<file path="config.mk">
export PLATFORM = sky130hd
export DESIGN_NAME = tcs_bank
export DESIGN_NICKNAME = d
export VERILOG_FILES = /design/src/rtl/tcs_pkg.sv /design/src/rtl/tcs_pin_sync.sv /design/src/rtl/tcs_chan.sv /design/src/rtl/tcs_bank.sv
export SDC_FILE = /design/constraint.sdc
export NUM_CORES = 1
export LEC_CHECK = 0
export CORE_MARGIN = 3
export CORE_UTILIZATION = 50
export DETAILED_ROUTE_END_ITERATION = 6
export GPL_TIMING_DRIVEN = 0
export PLACE_DENSITY = 0.75
export SLEW_MARGIN = 25
export SYNTH_ARGS = -nofsm -noshare
export SYNTH_HDL_FRONTEND = slang
export SYNTH_SLANG_ARGS = --single-unit
</file>
<file path="constraint.sdc">
create_clock -name clk -period 1.8 [get_ports clk]
set_clock_uncertainty 0.15 [all_clocks]
set_input_delay 0.18 -clock clk [delete_from_list [all_inputs] [get_ports clk]]
set_output_delay 0.18 -clock clk [all_outputs]
set_load 0.01 [all_outputs]
</file>
<file path="src/rtl/tcs_pkg.sv">
package tcs_pkg;

    localparam int unsigned BYTE_W   = 8;
    localparam int unsigned FLAG_BIT = 7;
    localparam int unsigned IE_BIT   = 6;
    localparam int unsigned MS_HI    = 5;
    localparam int unsigned MS_LO    = 4;
    localparam int unsigned ES_HI    = 3;
    localparam int unsigned ES_LO    = 2;

    // edge-select code: bit 1 = falling, bit 0 = rising
    typedef enum logic [1:0] {
        EDGE_OFF  = 2'b00,
        EDGE_RISE = 2'b01,
        EDGE_FALL = 2'b10,
        EDGE_BOTH = 2'b11
    } edge_sel_e;

    typedef struct packed {
        logic       ie;
        logic [1:0] ms;
        logic [1:0] es;
    } ctrl_t;

    function automatic logic [BYTE_W-1:0] pack_byte(input logic flag, input ctrl_t c);
        return {flag, c.ie, c.ms, c.es, 2'b00};
    endfunction

endpackage

</file>
<file path="src/rtl/tcs_pin_sync.sv">
module tcs_pin_sync #(
    parameter int unsigned STAGES = 2
) (
    input  logic clk,
    input  logic rst_n,
    input  logic pin_i,
    output logic rise_o,
    output logic fall_o
);

    typedef struct packed {
        logic [STAGES-1:0] sh;
        logic              prev;
    } sync_st_t;

    sync_st_t s_d, s_q;
    logic     level;

    generate
        if (STAGES == 1) begin : g_single
            always_comb begin
                s_d      = s_q;
                s_d.sh   = pin_i;
                s_d.prev = s_q.sh[0];
            end
        end else begin : g_chain
            always_comb begin
                s_d      = s_q;
                s_d.sh   = {s_q.sh[STAGES-2:0], pin_i};
                s_d.prev = s_q.sh[STAGES-1];
            end
        end
    endgenerate

    always_ff @(posedge clk or negedge rst_n) begin
        if (!rst_n) s_q <= '0;
        else        s_q <= s_d;
    end

    assign level  = s_q.sh[STAGES-1];
    assign rise_o = level & ~s_q.prev;
    assign fall_o = ~level & s_q.prev;


    edge_hist_chk: assert property (@(posedge clk) disable iff (!rst_n)
        (rise_o || fall_o) |=> (s_q.prev != $past(s_q.prev)));

endmodule

</file>
<file path="src/rtl/tcs_chan.sv">
module tcs_chan
    import tcs_pkg::*;
(
    input  logic                 clk,
    input  logic                 rst_n,
    input  logic                 hit_i,
    input  logic                 rd_i,
    input  logic                 wr_i,
    input  logic [BYTE_W-1:2]    wdata_i,
    input  logic                 wp_dis_i,
    input  logic                 rise_i,
    input  logic                 fall_i,
    output logic [BYTE_W-1:0]    rdata_o,
    output logic                 irq_o
);

    typedef struct packed {
        logic  flag;
        logic  arm;
        ctrl_t c;
    } chan_st_t;

    chan_st_t s_d, s_q;
    logic     ev;
    logic     wr_here;
    logic     rd_here;
    logic     clr_req;

    always_comb begin
        ev      = (rise_i & s_q.c.es[0]) | (fall_i & s_q.c.es[1]);
        wr_here = hit_i & wr_i;
        rd_here = hit_i & rd_i;
        clr_req = wr_here & s_q.arm & ~wdata_i[FLAG_BIT];

        s_d = s_q;

        if (wr_here) begin
            s_d.c.ie = wdata_i[IE_BIT];
            if (wp_dis_i) begin
                s_d.c.ms = wdata_i[MS_HI:MS_LO];
                s_d.c.es = wdata_i[ES_HI:ES_LO];
            end
        end

        if (ev || wr_here)             s_d.arm = 1'b0;
        else if (rd_here && s_q.flag)  s_d.arm = 1'b1;

        if (ev)           s_d.flag = 1'b1;
        else if (clr_req) s_d.flag = 1'b0;
    end

    always_ff @(posedge clk or negedge rst_n) begin
        if (!rst_n) s_q <= '0;
        else        s_q <= s_d;
    end

    assign rdata_o = pack_byte(s_q.flag, s_q.c);
    assign irq_o   = s_q.flag & s_q.c.ie;


    ev_sets_flag_chk: assert property (@(posedge clk) disable iff (!rst_n)
        ev |=> s_q.flag);


    pin_off_chk: assert property (@(posedge clk) disable iff (!rst_n)
        (s_q.c.es == EDGE_OFF) |=> !$rose(s_q.flag));


    no_blind_clear_chk: assert property (@(posedge clk) disable iff (!rst_n)
        (s_q.flag && !s_q.arm && wr_here) |=> s_q.flag);


    prot_bits_chk: assert property (@(posedge clk) disable iff (!rst_n)
        (wr_here && !wp_dis_i) |=> ($stable(s_q.c.ms) && $stable(s_q.c.es)));


    no_sw_set_chk: assert property (@(posedge clk) disable iff (!rst_n)
        (!s_q.flag && !ev) |=> !s_q.flag);

endmodule

</file>
<file path="src/rtl/tcs_bank.sv">
module tcs_bank
    import tcs_pkg::*;
#(
    parameter int unsigned N_CH        = 6,
    parameter int unsigned ADDR_W      = 8,
    parameter int unsigned BASE_OFF    = 5,
    parameter int unsigned STRIDE      = 3,
    parameter int unsigned SYNC_STAGES = 2
) (
    input  logic                 clk,
    input  logic                 rst_n,
    input  logic                 wp_dis,
    input  logic [ADDR_W-1:0]    bus_addr,
    input  logic                 bus_rd,
    input  logic                 bus_wr,
    input  logic [BYTE_W-1:0]    bus_wdata,
    output logic [BYTE_W-1:0]    bus_rdata,
    input  logic [N_CH-1:0]      ch_pin,
    output logic [N_CH-1:0]      ch_irq
);

    localparam int unsigned LAST_OFF = BASE_OFF + STRIDE * (N_CH - 1);

    logic [N_CH-1:0]              hit;
    logic [N_CH-1:0]              rise;
    logic [N_CH-1:0]              fall;
    logic [N_CH-1:0][BYTE_W-1:0]  rd_byte;
    logic                         unused_low;

    assign unused_low = ^bus_wdata[1:0];

    generate
        for (genvar i = 0; i < N_CH; i++) begin : g_ch
            assign hit[i] = (bus_addr == ADDR_W'(BASE_OFF + STRIDE * i));

            tcs_pin_sync #(
                .STAGES (SYNC_STAGES)
            ) u_sync (
                .clk    (clk),
                .rst_n  (rst_n),
                .pin_i  (ch_pin[i]),
                .rise_o (rise[i]),
                .fall_o (fall[i])
            );

            tcs_chan u_chan (
                .clk      (clk),
                .rst_n    (rst_n),
                .hit_i    (hit[i]),
                .rd_i     (bus_rd),
                .wr_i     (bus_wr),
                .wdata_i  (bus_wdata[BYTE_W-1:2]),
                .wp_dis_i (wp_dis),
                .rise_i   (rise[i]),
                .fall_i   (fall[i]),
                .rdata_o  (rd_byte[i]),
                .irq_o    (ch_irq[i])
            );
        end
    endgenerate

    always_comb begin
        bus_rdata = '0;
        for (int i = 0; i < N_CH; i++) begin
            bus_rdata = bus_rdata | (rd_byte[i] & {BYTE_W{hit[i]}});
        end
    end


    decode_onehot_chk: assert property (@(posedge clk) disable iff (!rst_n)
        $onehot0(hit));


    out_of_range_chk: assert property (@(posedge clk) disable iff (!rst_n)
        (int'(bus_addr) > LAST_OFF) |-> (bus_rdata == '0));


    low_bits_chk: assert property (@(posedge clk) disable iff (!rst_n)
        bus_rdata[1:0] == 2'b00);

endmodule

</file>
==> impl_metrics.csv, run 1 <==
group,metric,value,unit
cells_and_area,register_area,0.00150,mm²
critical_path,path_max_fanout,3,
min_path,min_path_type,"input pin to async pin",
global_route,grt_pass1_vias,2086,
sta,grt_setup_unrepaired,"no",
sta,tns,0,ps
cells_and_area,fin_nets,305,
sta,setup_viol,0,
logic_synthesis,synth-seq-area-share,55.5,%
place,hpwlAfterDp,4130,µm
global_route,grt_max_degree,40,
logic_synthesis,yosysTopAreaCellShare,55.5,%
power_and_ir_drop,irDropWorstVdd,563,µV
clock_network,path_clk_slew,70,ps
routing,wl_per_cell,16.9,µm
floorplan,dieArea,0.00633,mm²
global_route,gr-total-overflow,0,
sta,setup_ws,79.1,ps
clock_network,clock_sinks,60,
cells_and_area,area.growth.synth_to_final,30.0,%
floorplan,placementRows,26,
cells_and_area,multiInputGateArea,0.00118,mm²
sta,timing.final.crit_share,95.6,%
place,dp.cells,324,
clock_network,numCtsBuffers,9,
clock_network,clk_path_buf_depth,2,
routing,drt_iter0_drc,126,
floorplan,ios,41,
logic_synthesis,yosysUniqueCellTypes,30,
critical_path,required,1470,ps
critical_path,cp-start-kind,"flip-flop",
floorplan,die_h,79.6,µm
clock_network,cts_tree,"done",
flow_run,drv_cap,0,
logic_synthesis,netlist_top_cells_area,"dfrtp_1, mux2_2, a22oi_1",
power_and_ir_drop,p_leak,1.70,nW
clock_network,htree_levels,3,
routing,drcViolationCount,0,
global_route,antenna_found_initial,0,
logic_synthesis,yosysTopAreaCell,"dfrtp_1",
logic_synthesis,synth_common_cells,"dfrtp_1, mux2_2, nand2_1",
sta,maxSlewViolCount,0,
sta,slew-limit-headroom,63.4,%
sta,fmax,581,MHz
routing,viasPerCell,5.59,
cells_and_area,diodes,0,
global_route,grt_use_total,21.8,%
routing,vias,1975,
clock_network,cts_root_buf,"clkbuf_8",
cells_and_area,drive_above_1_share,37.8,%
routing,drt-total-wl,5980,µm
logic_synthesis,synth_ff_type,"dfrtp_1",
place,place.port_buffers,35,
logic_synthesis,yosysWarnings,0,
power_and_ir_drop,p_per_area,887,mW/mm²
floorplan,core,0.00517,mm²
logic_synthesis,synthArstFlopShare,100,%
sta,tightest_slew,548,ps
floorplan,die_x,79.6,µm
logic_synthesis,synth_seq_cells,60,
sta,timing.hold.ws,127,ps
sta,period_needed,1720,ps
floorplan,initial_core_util,52.3,%
sta,hold_viol,0,
global_route,grt_first_pass_wirelength,10300,µm
logic_synthesis,synth_edf_count,0,
logic_synthesis,syn-cell-area,0.00271,mm²
logic_synthesis,synth.avg_cell_area,12.5,µm²
critical_path,crit_arrival,1390,ps
routing,dr.pass1.iters,4,
place,gp_congestion,0.798,
cells_and_area,final_cell_count_no_fill,353,
clock_network,clk_latency,330,ps
logic_synthesis,netlist_instances,217,
critical_path,crit_type,"flip-flop to primary output",
cells_and_area,fill_cells,376,
run_status,run_status,"complete, no violations",
routing,ant_nets,0,
place,pre_cts_ws,-1010,ps
logic_synthesis,synth_most_common_cell,"dfrtp_1",
critical_path,endpoint_kind,"primary output",
-- power by group --
group	internal, W	total [W]	switching (W)
logic	0.000163	0.000311	0.000148
registers	0.00143	0.00148	0.0000516
clock network	0.000810	0.00132	0.000515
-- flip-flops by register name, summed over array words and instances (netlist names) --
register             count
g_ch.u_sync.level        6
g_ch.u_sync.s_d          6
g_ch.u_sync.s_q          6
g_ch.u_chan.rdata_o     36
g_ch.u_chan.s_q          6
-- kinds of logic after synthesis --
logic type / Yosys count / synth area share (%)
other: 1 / 0.139
DFF: 60 / 55.5
muxes: 30 / 12.5
AOI/OAI and AO/OA: 43 / 12.1
buffers and inverters: 16 / 3.65
and+or+nand+nor: 67 / 16.2
-- metal layers --
layer	wire length, µm	global-route usage (%)
met2	2970	35.6
met5	0	0
met1	2590	27.8
met4	127	10.1
met3	283	4.40
-- repair_timing --
action | CTS | global route
setup endpoints to repair | 36 | 9
resized for setup | 53 | 21
buffers inserted | 14 | 0
hold endpoints to repair | 60 | 0
hold buffers | 1 | 0
pin swaps | 3 | 1
-- through the flow --
step           util (%)  area, µm²  power [W]
2_1_floorplan         -       2710    0.00162
3_3_place_gp       60.9       3150    0.00175
3_5_place_dp       61.2       3170    0.00177
4_1_cts            68.2       3530    0.00314
5_1_grt            68.0       3520    0.00326
6_report           68.0       3520    0.00312
-- cells in the final DEF, fill, tap and decap left out, types with 3 or more instances in the layout --
cell             instances
dfrtp_1                 60
mux2_2                  30
buf_4                   23
nand2_1                 14
clkdlybuf4s50_1         14
a22oi_1                 11
clkbuf_8                10
nand4_1                  8
buf_2                    8
a21o_1                   7
and2_1                   6
nand3b_1                 6
o21ai_0                  6
nand3_1                  6
a41oi_1                  6
nor3b_1                  6
dlygate4sd2_1            6
a22o_1                   5
clkbuf_2                 5
nor3_4                   3
buf_6                    3
o221ai_2                 3
clkinv_2                 3
-- final cells by class --
class	instances	share of cell area (%)
buffer	14	2.95
clock buffer	11	4.02
clock inverter	5	2.13
multi-input combinational	142	33.5
sequential	60	42.7
tap	70	2.49
timing repair buffer	51	12.2
-- critical path: stages (launching register included) --
cell,delay [ps]
dfrtp_1,380
buf_4,140
a22o_1,210
nand2_2,70
o221ai_1,100
buf_2,160
-- path summary, 6_finish.rpt --
| check | endpoint | slack, ps | cells past startpoint | start |
|---|---|---|---|---|
| max | bus_rdata[7] | 80 | 5 | g_ch[1].u_chan.rdata_o[7]$_DFFE_PN0P_ |
| min reg2reg | g_ch[0].u_sync.level$_DFF_PN0_ | 200 | 0 | g_ch[0].u_sync.s_d[2]$_DFF_PN0_ |
| max in group asynchronous | g_ch[4].u_chan.rdata_o[5]$_DFFE_PN0P_ | 880 | 3 | rst_n |
| max reg2reg | g_ch[4].u_chan.s_q[5]$_DFFE_PN0P_ | 650 | 3 | g_ch[4].u_chan.rdata_o[2]$_DFFE_PN0P_ |
| min in group clk | g_ch[1].u_sync.s_d[2]$_DFF_PN0_ | 130 | 1 | ch_pin[1] |
| min | g_ch[3].u_chan.rdata_o[7]$_DFFE_PN0P_ | 130 | 2 | rst_n |
No activity file was read; power rests on OpenSTA's default activity.
==> run 2, diff against run 1 <==
--- a/config.mk
+++ b/config.mk
@@ -10,6 +10,7 @@
 export DETAILED_ROUTE_END_ITERATION = 6
 export GPL_TIMING_DRIVEN = 0
 export PLACE_DENSITY = 0.75
+export SETUP_SLACK_MARGIN = 0.02
 export SLEW_MARGIN = 25
 export SYNTH_ARGS = -nofsm -noshare
 export SYNTH_HDL_FRONTEND = slang
==> constraint.sdc (replaced) <==
create_clock -name clk -period 1.9 [get_ports clk]
set_clock_uncertainty 0.15 [all_clocks]
set_input_delay 0.19 -clock clk [delete_from_list [all_inputs] [get_ports clk]]
set_output_delay 0.19 -clock clk [all_outputs]
set_load 0.01 [all_outputs]
==> run 2 against run 1 <==
  * Sequential share of layout area fell by 0.30 points
  * Sequential power fell by 4%
  * Clock power fell by 5%
  * Largest cell class unchanged
  * Largest power group unchanged
==> impl_metrics.csv, run 2 (synthesized netlist as in run 1, its figures left out) <==
group,metric,value,unit
critical_path,slowest_stage,"clkdlybuf4s50_1",
global_route,grt_max_degree,40,
global_route,grtUsageMet3,4.97,%
floorplan,dieArea,0.00633,mm²
cells_and_area,area.growth.synth_to_final,30.9,%
routing,drt-total-wl,6110,µm
power_and_ir_drop,irDropWorstVdd,525,µV
clock_network,numCtsBuffers,9,
global_route,grt_util_met1,27.4,%
sta,grt_setup_unrepaired,"yes",
min_path,min_path_type,"input pin to async pin",
routing,drcViolationCount,0,
place,place.port_buffers,35,
cells_and_area,final_common_cell,"dfrtp_1",
clock_network,clk_path_buf_depth,2,
place,gp_congestion,0.798,
cells_and_area,fin_nets,304,
global_route,gr-total-overflow,0,
floorplan,ios,41,
critical_path,crit_type,"flip-flop to primary output",
cells_and_area,fill_cells,375,
place,hpwlAfterDp,4130,µm
floorplan,core,0.00517,mm²
routing,ant_nets,0,
clock_network,path_clk_slew,70,ps
sta,hold_viol,0,
sta,timing.hold.ws,134,ps
critical_path,crit_family,"buffers and inverters",
floorplan,initial_core_util,52.3,%
sta,tns,0,ps
critical_path,required,1560,ps
routing,viasPerCell,5.65,
global_route,grt_pass1_vias,2086,
routing,vias,1988,
sta,slew-limit-headroom,62.3,%
clock_network,cts_tree,"done",
critical_path,cp-start-kind,"flip-flop",
routing,dr.pass1.iters,4,
floorplan,die_x,79.6,µm
global_route,gr-usage-met2,34.8,%
cells_and_area,drive_above_1_share,36.2,%
routing,drt_iter0_drc,152,
critical_path,rr_startpoint,"g_ch[4].u_chan.rdata_o[3]$_DFFE_PN0P_",
critical_path,crit_arrival,1500,ps
power_and_ir_drop,combPwrFrac,9.9,%
cells_and_area,multiInputGateArea,0.00119,mm²
sta,timing.final.crit_share,97.0,%
sta,period_needed,1840,ps
power_and_ir_drop,p_per_area,838,mW/mm²
place,dp.cells,324,
sta,tightest_slew,564,ps
critical_path,path_max_fanout,3,
cells_and_area,largest_reg_flops,36,
clock_network,cts_root_buf,"clkbuf_8",
power_and_ir_drop,p_clk_share,42.3,%
routing,wl_per_cell,17.3,µm
power_and_ir_drop,switchingPower,0.000683,W
cells_and_area,layout_common_cells,"dfrtp_1, mux2_2, buf_4, clkdlybuf4s50_1, nand2_1",
sta,setup_viol,0,
clock_network,htree_levels,3,
flow_run,drv_cap,0,
clock_network,clock_sinks,60,
power_and_ir_drop,switching_share,23.0,%
global_route,grt_use_total,21.7,%
cells_and_area,final_cell_count_no_fill,352,
critical_path,endpoint_kind,"primary output",
cells_and_area,register_area,0.00150,mm²
cells_and_area,diodes,0,
global_route,antenna_found_initial,0,
floorplan,die_h,79.6,µm
global_route,top_usage_layer,"met2",
power_and_ir_drop,sequentialPowerShare,47.7,%
clock_network,clk_latency,340,ps
sta,maxSlewViolCount,0,
critical_path,cpPeakStageDelay,480,ps
sta,fmax,543,MHz
global_route,grt_first_pass_wirelength,10200,µm
power_and_ir_drop,report.power.total,0.00297,W
run_status,run_status,"complete, no violations",
critical_path,cp.buffers_inverters,2,
critical_path,crit_start,"g_ch[0].u_chan.rdata_o[6]$_DFFE_PN0P_",
power_and_ir_drop,p_leak,1.69,nW
critical_path,path_cells,"and2_1 -> buf_4 -> clkdlybuf4s50_1",
floorplan,placementRows,26,
power_and_ir_drop,intPower,0.00228,W
-- run 2: power by group through the flow --
stage / registers, W / logic, W / clock network (W)
2_1_floorplan: 0.00142 / 0.000110 / 0
3_3_place_gp: 0.00144 / 0.000222 / 0
3_5_place_dp: 0.00144 / 0.000230 / 0
4_1_cts: 0.00142 / 0.000242 / 0.00128
5_1_grt: 0.00143 / 0.000323 / 0.00134
6_report: 0.00142 / 0.000295 / 0.00126
-- run 2: worst register-to-register path, delay by kind of cell (launching register included) --
family,cells,cell delay (ps)
simple gates,2,160
flops,1,370
compound gates,1,330
-- run 2: repair_timing --
action | CTS | global route
gates resized for setup | 43 | 22
setup endpoints to repair | 26 | 12
gates cloned | 0 | 0
pin swaps | 3 | 2
setup buffers | 8 | 5
hold buffers | 1 | 0
endpoints found under the hold margin | 60 | 0
-- run 2: layer usage --
layer,wire [µm],up-vias
met1,2550,988
met2,3040,63
met3,365,13
li1,-,924
met4,155,0
met5,0,-
-- run 2: final cells by class --
class / count / share of cell area, %
Buffer: 14 / 3.04
Timing Repair Buffer: 50 / 12.5
Sequential cell: 60 / 42.4
Clock buffer: 11 / 3.99
Clock inverter: 5 / 2.12
Tap cell: 70 / 2.47
Multi-Input combinational cell: 142 / 33.5
-- run 2: metrics by stage --
step                setup slack, ps  cell area [µm²]  utilization (%)
global route                   11.3             3540             68.5
detailed placement             -929             3170             61.2
finish                         56.9             3540             68.5
CTS                            23.7             3480             67.3
global placement              -1390             3150             60.9
floorplan                       356             2710                -
-- run 2: final timing paths --
path	endpoint	slack, ps	depth (start not counted)
worst max-delay path	ch_irq[0]	60	3
min in group clk	g_ch[3].u_sync.s_d[2]$_DFF_PN0_	140	1
worst min-delay path	g_ch[3].u_chan.rdata_o[7]$_DFFE_PN0P_	130	2
max in group asynchronous	g_ch[4].u_chan.rdata_o[5]$_DFFE_PN0P_	970	3
worst max register to register	g_ch[4].u_chan.s_q[5]$_DFFE_PN0P_	760	3
worst min register to register	g_ch[0].u_sync.level$_DFF_PN0_	200	0
